File: src/rtl/awm_pkg.sv
package awm_pkg;
  localparam int DATA_W = 12;
  localparam int NUM_CH = 12;
  localparam int CH_W   = 4;
  localparam int MODE_W = 2;

  typedef enum logic [1:0] {
    WIN_INSIDE = 2'd0,
    WIN_BELOW  = 2'd1,
    WIN_ABOVE  = 2'd2
  } winCode_e;

  typedef enum logic [1:0] {
    CROSS_NONE = 2'd0,
    CROSS_DOWN = 2'd2,
    CROSS_UP   = 2'd3
  } crossCode_e;

  typedef enum logic [1:0] {
    MODE_OFF     = 2'd0,
    MODE_OUTSIDE = 2'd1,
    MODE_CROSS   = 2'd2,
    MODE_SPARE   = 2'd3
  } evMode_e;

  // strobes from control to datapath
  typedef struct packed {
    logic              load;
    logic [NUM_CH-1:0] chanHot;
  } awmStrobe_t;
endpackage

File: src/rtl/awm_datapath.sv
module awm_datapath
  import awm_pkg::*;
(
  input  logic              clk,
  input  logic              rstN,
  input  awmStrobe_t        strobe,
  input  logic [DATA_W-1:0] resData,
  input  logic [DATA_W-1:0] thrLo0,
  input  logic [DATA_W-1:0] thrHi0,
  input  logic [DATA_W-1:0] thrLo1,
  input  logic [DATA_W-1:0] thrHi1,
  input  logic [NUM_CH-1:0] pairSel,
  output logic [1:0]        winNext,
  output logic [1:0]        crossNext,
  output logic              statValid,
  output logic [1:0]        winStat,
  output logic [1:0]        crossStat
);
  logic              usePair1;
  logic [DATA_W-1:0] activeLo;
  logic [DATA_W-1:0] activeHi;
  logic              curBelow;
  logic              curAbove;
  logic [NUM_CH-1:0] seenQ;
  logic [NUM_CH-1:0] notBelowQ;
  logic              prevSeen;
  logic              prevNotBelow;

  // pair selection from the decoded channel
  assign usePair1 = |(pairSel & strobe.chanHot);
  assign activeLo = usePair1 ? thrLo1 : thrLo0;
  assign activeHi = usePair1 ? thrHi1 : thrHi0;

  assign curBelow = (resData < activeLo);
  assign curAbove = (resData > activeHi);

  always_comb begin
    if (curBelow) begin
      winNext = WIN_BELOW;
    end else if (curAbove) begin
      winNext = WIN_ABOVE;
    end else begin
      winNext = WIN_INSIDE;
    end
  end

  // per-channel side history
  for (genvar c = 0; c < NUM_CH; c++) begin : g_side
    always_ff @(posedge clk or negedge rstN) begin
      if (!rstN) begin
        seenQ[c]     <= 1'b0;
        notBelowQ[c] <= 1'b0;
      end else if (strobe.load && strobe.chanHot[c]) begin
        seenQ[c]     <= 1'b1;
        notBelowQ[c] <= ~curBelow;
      end
    end
  end

  assign prevSeen     = |(seenQ & strobe.chanHot);
  assign prevNotBelow = |(notBelowQ & strobe.chanHot);

  always_comb begin
    crossNext = CROSS_NONE;
    if (prevSeen) begin
      if (prevNotBelow && curBelow) begin
        crossNext = CROSS_DOWN;
      end else if (!prevNotBelow && !curBelow) begin
        crossNext = CROSS_UP;
      end
    end
  end

  always_ff @(posedge clk or negedge rstN) begin
    if (!rstN) begin
      statValid <= 1'b0;
      winStat   <= WIN_INSIDE;
      crossStat <= CROSS_NONE;
    end else begin
      statValid <= strobe.load;
      if (strobe.load) begin
        winStat   <= winNext;
        crossStat <= crossNext;
      end
    end
  end
endmodule

File: src/rtl/awm_control.sv
module awm_control
  import awm_pkg::*;
(
  input  logic                     clk,
  input  logic                     rstN,
  input  logic                     resValid,
  input  logic [CH_W-1:0]          resChan,
  input  logic [NUM_CH*MODE_W-1:0] intMode,
  input  logic [NUM_CH-1:0]        flagClr,
  input  logic [1:0]               winNext,
  input  logic [1:0]               crossNext,
  output awmStrobe_t               strobe,
  output logic [NUM_CH-1:0]        eventFlags,
  output logic                     thrIrq
);
  logic [MODE_W-1:0] modeArr [NUM_CH];
  logic [MODE_W-1:0] modeSel;
  logic              chanOk;
  logic              hit;
  logic [NUM_CH-1:0] setVec;
  logic [NUM_CH-1:0] flagQ;

  for (genvar c = 0; c < NUM_CH; c++) begin : g_mode
    assign modeArr[c] = intMode[c*MODE_W +: MODE_W];
  end

  assign chanOk = (resChan < CH_W'(NUM_CH));

  always_comb begin
    strobe.load    = resValid && chanOk;
    strobe.chanHot = '0;
    modeSel        = MODE_OFF;
    for (int c = 0; c < NUM_CH; c++) begin
      if (strobe.load && (resChan == CH_W'(c))) begin
        strobe.chanHot[c] = 1'b1;
        modeSel           = modeArr[c];
      end
    end
  end

  always_comb begin
    case (modeSel)
      MODE_OUTSIDE: hit = (winNext != WIN_INSIDE);
      MODE_CROSS:   hit = (crossNext != CROSS_NONE);
      default:      hit = 1'b0;
    endcase
  end

  assign setVec = hit ? strobe.chanHot : '0;

  always_ff @(posedge clk or negedge rstN) begin
    if (!rstN) begin
      flagQ <= '0;
    end else begin
      flagQ <= (flagQ & ~flagClr) | setVec;
    end
  end

  assign eventFlags = flagQ;
  assign thrIrq     = |flagQ;
endmodule

File: src/rtl/adc_window_monitor.sv
module adc_window_monitor
  import awm_pkg::*;
(
  input  logic                     clk,
  input  logic                     rstN,
  input  logic                     resValid,
  input  logic [DATA_W-1:0]        resData,
  input  logic [CH_W-1:0]          resChan,
  input  logic [DATA_W-1:0]        thrLo0,
  input  logic [DATA_W-1:0]        thrHi0,
  input  logic [DATA_W-1:0]        thrLo1,
  input  logic [DATA_W-1:0]        thrHi1,
  input  logic [NUM_CH-1:0]        pairSel,
  input  logic [NUM_CH*MODE_W-1:0] intMode,
  input  logic [NUM_CH-1:0]        flagClr,
  output logic                     statValid,
  output logic [1:0]               winStat,
  output logic [1:0]               crossStat,
  output logic [NUM_CH-1:0]        eventFlags,
  output logic                     thrIrq
);
  awmStrobe_t strobe;
  logic [1:0] winNext;
  logic [1:0] crossNext;

  awm_control u_ctrl (
    .clk        (clk),
    .rstN       (rstN),
    .resValid   (resValid),
    .resChan    (resChan),
    .intMode    (intMode),
    .flagClr    (flagClr),
    .winNext    (winNext),
    .crossNext  (crossNext),
    .strobe     (strobe),
    .eventFlags (eventFlags),
    .thrIrq     (thrIrq)
  );

  awm_datapath u_dp (
    .clk       (clk),
    .rstN      (rstN),
    .strobe    (strobe),
    .resData   (resData),
    .thrLo0    (thrLo0),
    .thrHi0    (thrHi0),
    .thrLo1    (thrLo1),
    .thrHi1    (thrHi1),
    .pairSel   (pairSel),
    .winNext   (winNext),
    .crossNext (crossNext),
    .statValid (statValid),
    .winStat   (winStat),
    .crossStat (crossStat)
  );
endmodule

File: config.mk
export PLATFORM = sky130hd
export DESIGN_NAME = adc_window_monitor
export DESIGN_NICKNAME = d
export VERILOG_FILES = /design/src/rtl/awm_pkg.sv /design/src/rtl/awm_datapath.sv /design/src/rtl/awm_control.sv /design/src/rtl/adc_window_monitor.sv
export SDC_FILE = /design/constraint.sdc
export NUM_CORES = 1
export LEC_CHECK = 0
export BUFFER_PORTS_ARGS = -buffer_cell sky130_fd_sc_hd__buf_2
export CAP_MARGIN = 20
export CELL_PAD_IN_SITES_DETAIL_PLACEMENT = 1
export CELL_PAD_IN_SITES_GLOBAL_PLACEMENT = 2
export CORE_ASPECT_RATIO = 0.6
export CORE_MARGIN = 2
export CORE_UTILIZATION = 27
export DETAILED_ROUTE_END_ITERATION = 8
export PLACE_DENSITY_LB_ADDON = 0.05
export SYNTH_ARGS = -nofsm -noshare
export SYNTH_HDL_FRONTEND = slang
export SYNTH_SLANG_ARGS = --single-unit
File: constraint.sdc
create_clock -name clk -period 2.77 [get_ports clk]
set_clock_uncertainty 0.05 [all_clocks]
set_input_delay 0.1385 -clock clk [delete_from_list [all_inputs] [get_ports clk]]
set_output_delay 0.1385 -clock clk [all_outputs]
set_load 0.05 [all_outputs]
==> impl_metrics.sql <==
INSERT INTO impl_metrics (metric_group, metric, value, unit) VALUES
('critical_path', 'reg2reg_setup_slack', '290', 'ps'),
('run_status', 'outcome', 'complete, but fails checks', ''),
('critical_path', 'critPathCaptureType', 'register', ''),
('cts', 'clock_pin_transition_on_the_worst_setup_and_hold_timing_paths', '60', 'ps'),
('routing', 'finalWirelength', '12200', 'um'),
('place', 'place.detailed.instances', '633', ''),
('layout', 'final-seq-area', '0.00103', 'mm^2'),
('synth', 'synthMostInstantiatedCell', 'sky130_fd_sc_hd__dfrtp_1', ''),
('routing', 'via_count', '3233', ''),
('critical_path', 'cp-start-kind', 'input pin', ''),
('sta', 'pnr_worst_setup_slack', '-1040', 'ps'),
('synth', 'synth-edff-count', '0', ''),
('place', 'dpl_worst_slack', '-1390', 'ps'),
('global_route', 'grt_pass1_wl', '18900', 'um'),
('critical_path', 'critical_path_arrival', '3910', 'ps'),
('hold_path', 'min-delay-start', 'resChan[1]', ''),
('sta', 'final_max_tran_viols', '0', ''),
('place', 'place.gp.congestion', '0.825', ''),
('critical_path', 'r2r-end', 'u_ctrl.eventFlags[10]', ''),
('synth', 'ys.flop_type', 'sky130_fd_sc_hd__dfrtp_1', ''),
('synth', 'syn-mean-instance-area', '9.44', 'um^2'),
('critical_path', 'timing.critical_path.max_delay_family', 'compound AO/OA/AOI/OAI gates', ''),
('critical_path', 'combined_buffer_and_inverter_count_along_the_critical_path', '5', ''),
('power', 'power_switching', '0.000733', 'W'),
('synth', 'syn_inst', '309', ''),
('critical_path', 'path_cells', 'buf_6, mux2_4, a32oi_2, o2111a_2, nand2_8, buf_16, buf_4, mux2i_2, ha_1, nor2b_2, o31ai_2, o211a_1, o21a_2, inv_2, ha_4, a211oi_2, o31a_1, or2_1, o22ai_4, buf_12, o22ai_2', ''),
('layout', 'area_growth_syn_to_layout', '75.1', '%'),
('cts', 'clock_path_buffers', '2', ''),
('critical_path', 'timing.rr.start', 'u_dp.notBelowQ[7]', ''),
('global_route', 'number_of_antenna_violations_at_the_first_check_in_global_routing', '0', ''),
('hold_path', 'hold_path_class', 'in2reg', ''),
('power', 'power.share.sequential', '31.1', '%'),
('critical_path', 'cpMaxStageDelayCell', 'sky130_fd_sc_hd__mux2_4', ''),
('critical_path', 'path_class', 'in2reg', ''),
('synth', 'synth.distinct_cells', '54', ''),
('routing', 'ant_nets', '0', ''),
('layout', 'fillers', '1236', ''),
('critical_path', 'cp.required', '2880', 'ps'),
('floorplanning', 'core.rowCount', '29', ''),
('sta', 'transition_time_at_the_pin_with_the_least_slew_margin', '1010', 'ps'),
('synth', 'synth_top_cells_by_area', 'sky130_fd_sc_hd__dfrtp_1, sky130_fd_sc_hd__ha_1, sky130_fd_sc_hd__mux2i_1, sky130_fd_sc_hd__nand2_1, sky130_fd_sc_hd__a21oi_1', ''),
('cts', 'tritoncts.num_buffers', '5', ''),
('global_route', 'first_global_vias', '3412', ''),
('routing', 'wire_per_inst', '18.1', 'um'),
('cts', 'ctsRootBufferMaster', 'sky130_fd_sc_hd__clkbuf_16', ''),
('synth', 'synth_async_sr_flop_share', '100', '%'),
('routing', 'drc_violation_count_after_routing', '0', ''),
('routing', 'dr.pass1.iters', '4', ''),
('routing', 'first_iter_violations', '129', ''),
('routing', 'vias_per_instance', '4.80', ''),
('power', 'power_frac_comb', '36.2', '%'),
('hold_path', 'worstHoldPathCells', '4', ''),
('critical_path', 'cp_max_fo', '6', ''),
('layout', 'final_non_filler_cells', '673', ''),
('sta', 'finalSetupViolations', '28', ''),
('synth', 'postSynthNetCount', '450', ''),
('sta', 'timing.final.crit_share', '137', '%'),
('power', 'p_leak', '2.45', 'nW'),
('synth', 'yosysSeqAreaShare', '35.2', '%'),
('layout', 'post_route_cells_drive_above_1_share', '54.1', '%'),
('global_route', 'grtUsageTotal', '20.9', '%'),
('floorplanning', 'die_w', '138', 'um'),
('sta', 'timing.slew.headroom', '32.9', '%'),
('global_route', 'grt_start_max_net_pins', '42', ''),
('place', 'io_buffer_count', '132', ''),
('floorplanning', 'floorplan.core_area', '0.0106', 'mm^2'),
('run_status', 'violated_checks', 'setup timing', ''),
('sta', 'fin_crit', '3810', 'ps'),
('hold_path', 'timing.hold.worst_endpoint', 'u_ctrl.eventFlags[11]', ''),
('flow_run', 'drv.max_cap_violation_count', '0', ''),
('layout', 'multiInputGateArea', '0.00204', 'mm^2');
-- state kept, by name, summed over array words and instances (netlist names) --
signal             count
u_dp.crossStat         2
u_dp.statValid         1
u_dp.seenQ            12
u_ctrl.eventFlags     12
u_dp.notBelowQ        12
u_dp.winStat           2
-- stage by stage --
step / utilization [%] / hold WS, ps / instance area [um^2] / total power (W)
CTS: 45.8 / 265 / 4830 / 0.00227
finish: 48.4 / 284 / 5110 / 0.00238
global route: 48.4 / 291 / 5110 / 0.00251
global placement: 40.0 / 279 / 4220 / 0.00138
floorplan: - / -207 / 2960 / 0.00109
detailed placement: 40.0 / 282 / 4220 / 0.00140
-- power groups by stage --
| stage | Combinational [W] | Clock (W) | Sequential, W |
|---|---|---|---|
| 3_5_place_dp | 0.000652 | 0 | 0.000749 |
| 6_report | 0.000862 | 0.000778 | 0.000739 |
| 3_3_place_gp | 0.000636 | 0 | 0.000747 |
| 4_1_cts | 0.000740 | 0.000793 | 0.000738 |
| 5_1_grt | 0.000938 | 0.000820 | 0.000750 |
| 2_1_floorplan | 0.000309 | 0 | 0.000785 |
-- worst max-delay path by stage --
stage / end / from / depth (start not counted) / slack, ps
finish: u_ctrl.eventFlags[4] / resChan[2] / 21 / -1040
global route: u_ctrl.eventFlags[4] / resChan[0] / 24 / -1230
CTS: u_ctrl.eventFlags[9] / resValid / 22 / -940
detailed placement: u_ctrl.eventFlags[11] / resChan[1] / 21 / -1390
global placement: u_ctrl.eventFlags[11] / resChan[0] / 22 / -1240
floorplan: u_ctrl.eventFlags[10] / resChan[3] / 21 / -1140
-- layout by cell type (no fill, tap or decap), types with 9 or more instances in the layout --
master and instances:
sky130_fd_sc_hd__dlygate4sd3_1 13, sky130_fd_sc_hd__buf_4 69, sky130_fd_sc_hd__dfrtp_1 41, sky130_fd_sc_hd__nand3_1 11, sky130_fd_sc_hd__nand2b_1 11, sky130_fd_sc_hd__ha_1 25
sky130_fd_sc_hd__o21ai_2 10, sky130_fd_sc_hd__nor2_1 15, sky130_fd_sc_hd__buf_2 127, sky130_fd_sc_hd__a21oi_1 9, sky130_fd_sc_hd__mux2i_1 21, sky130_fd_sc_hd__inv_1 18
sky130_fd_sc_hd__buf_6 9, sky130_fd_sc_hd__a22oi_1 10, sky130_fd_sc_hd__nand2_1 26
-- layer usage --
metal	share of wire [%]	global-route usage, %
met2	41	30.3
met4	0.44	2.78
met1	52	32.1
met5	0	0
met3	6.1	4.79
-- area by class of cell --
class	count	share of cell area, %
Timing Repair Buffer	228	31.2
Sequential cell	41	20.1
Multi-Input combinational cell	237	40.0
Inverter	20	1.52
Tap cell	139	3.40
Clock buffer	5	2.45
Clock inverter	3	1.35
-- timing repair --
| item | in CTS | in global routing |
|---|---|---|
| hold buffers | 13 | 0 |
| setup endpoints to repair | 28 | 28 |
| endpoints found under the hold margin | 27 | 0 |
| pin swaps | 5 | 30 |
| setup buffers | 10 | 8 |
| resized for setup | 42 | 44 |
| cloned | 2 | 1 |
-- logic make-up after synthesis --
| logic type | Yosys count | synth area share [%] |
|---|---|---|
| buf+inv | 31 | 4.76 |
| mux | 31 | 11.7 |
| flops | 41 | 35.2 |
| fa+ha+maj | 26 | 11.1 |
| compound gates | 77 | 18.3 |
| simple gates | 103 | 18.9 |
-- tightest hold or removal path, stage by stage --
cell and delay (ps):
sky130_fd_sc_hd__buf_6 130, sky130_fd_sc_hd__nand2_4 70, sky130_fd_sc_hd__buf_4 150, sky130_fd_sc_hd__o32ai_2 90
(Power assumes the default switching activity.)
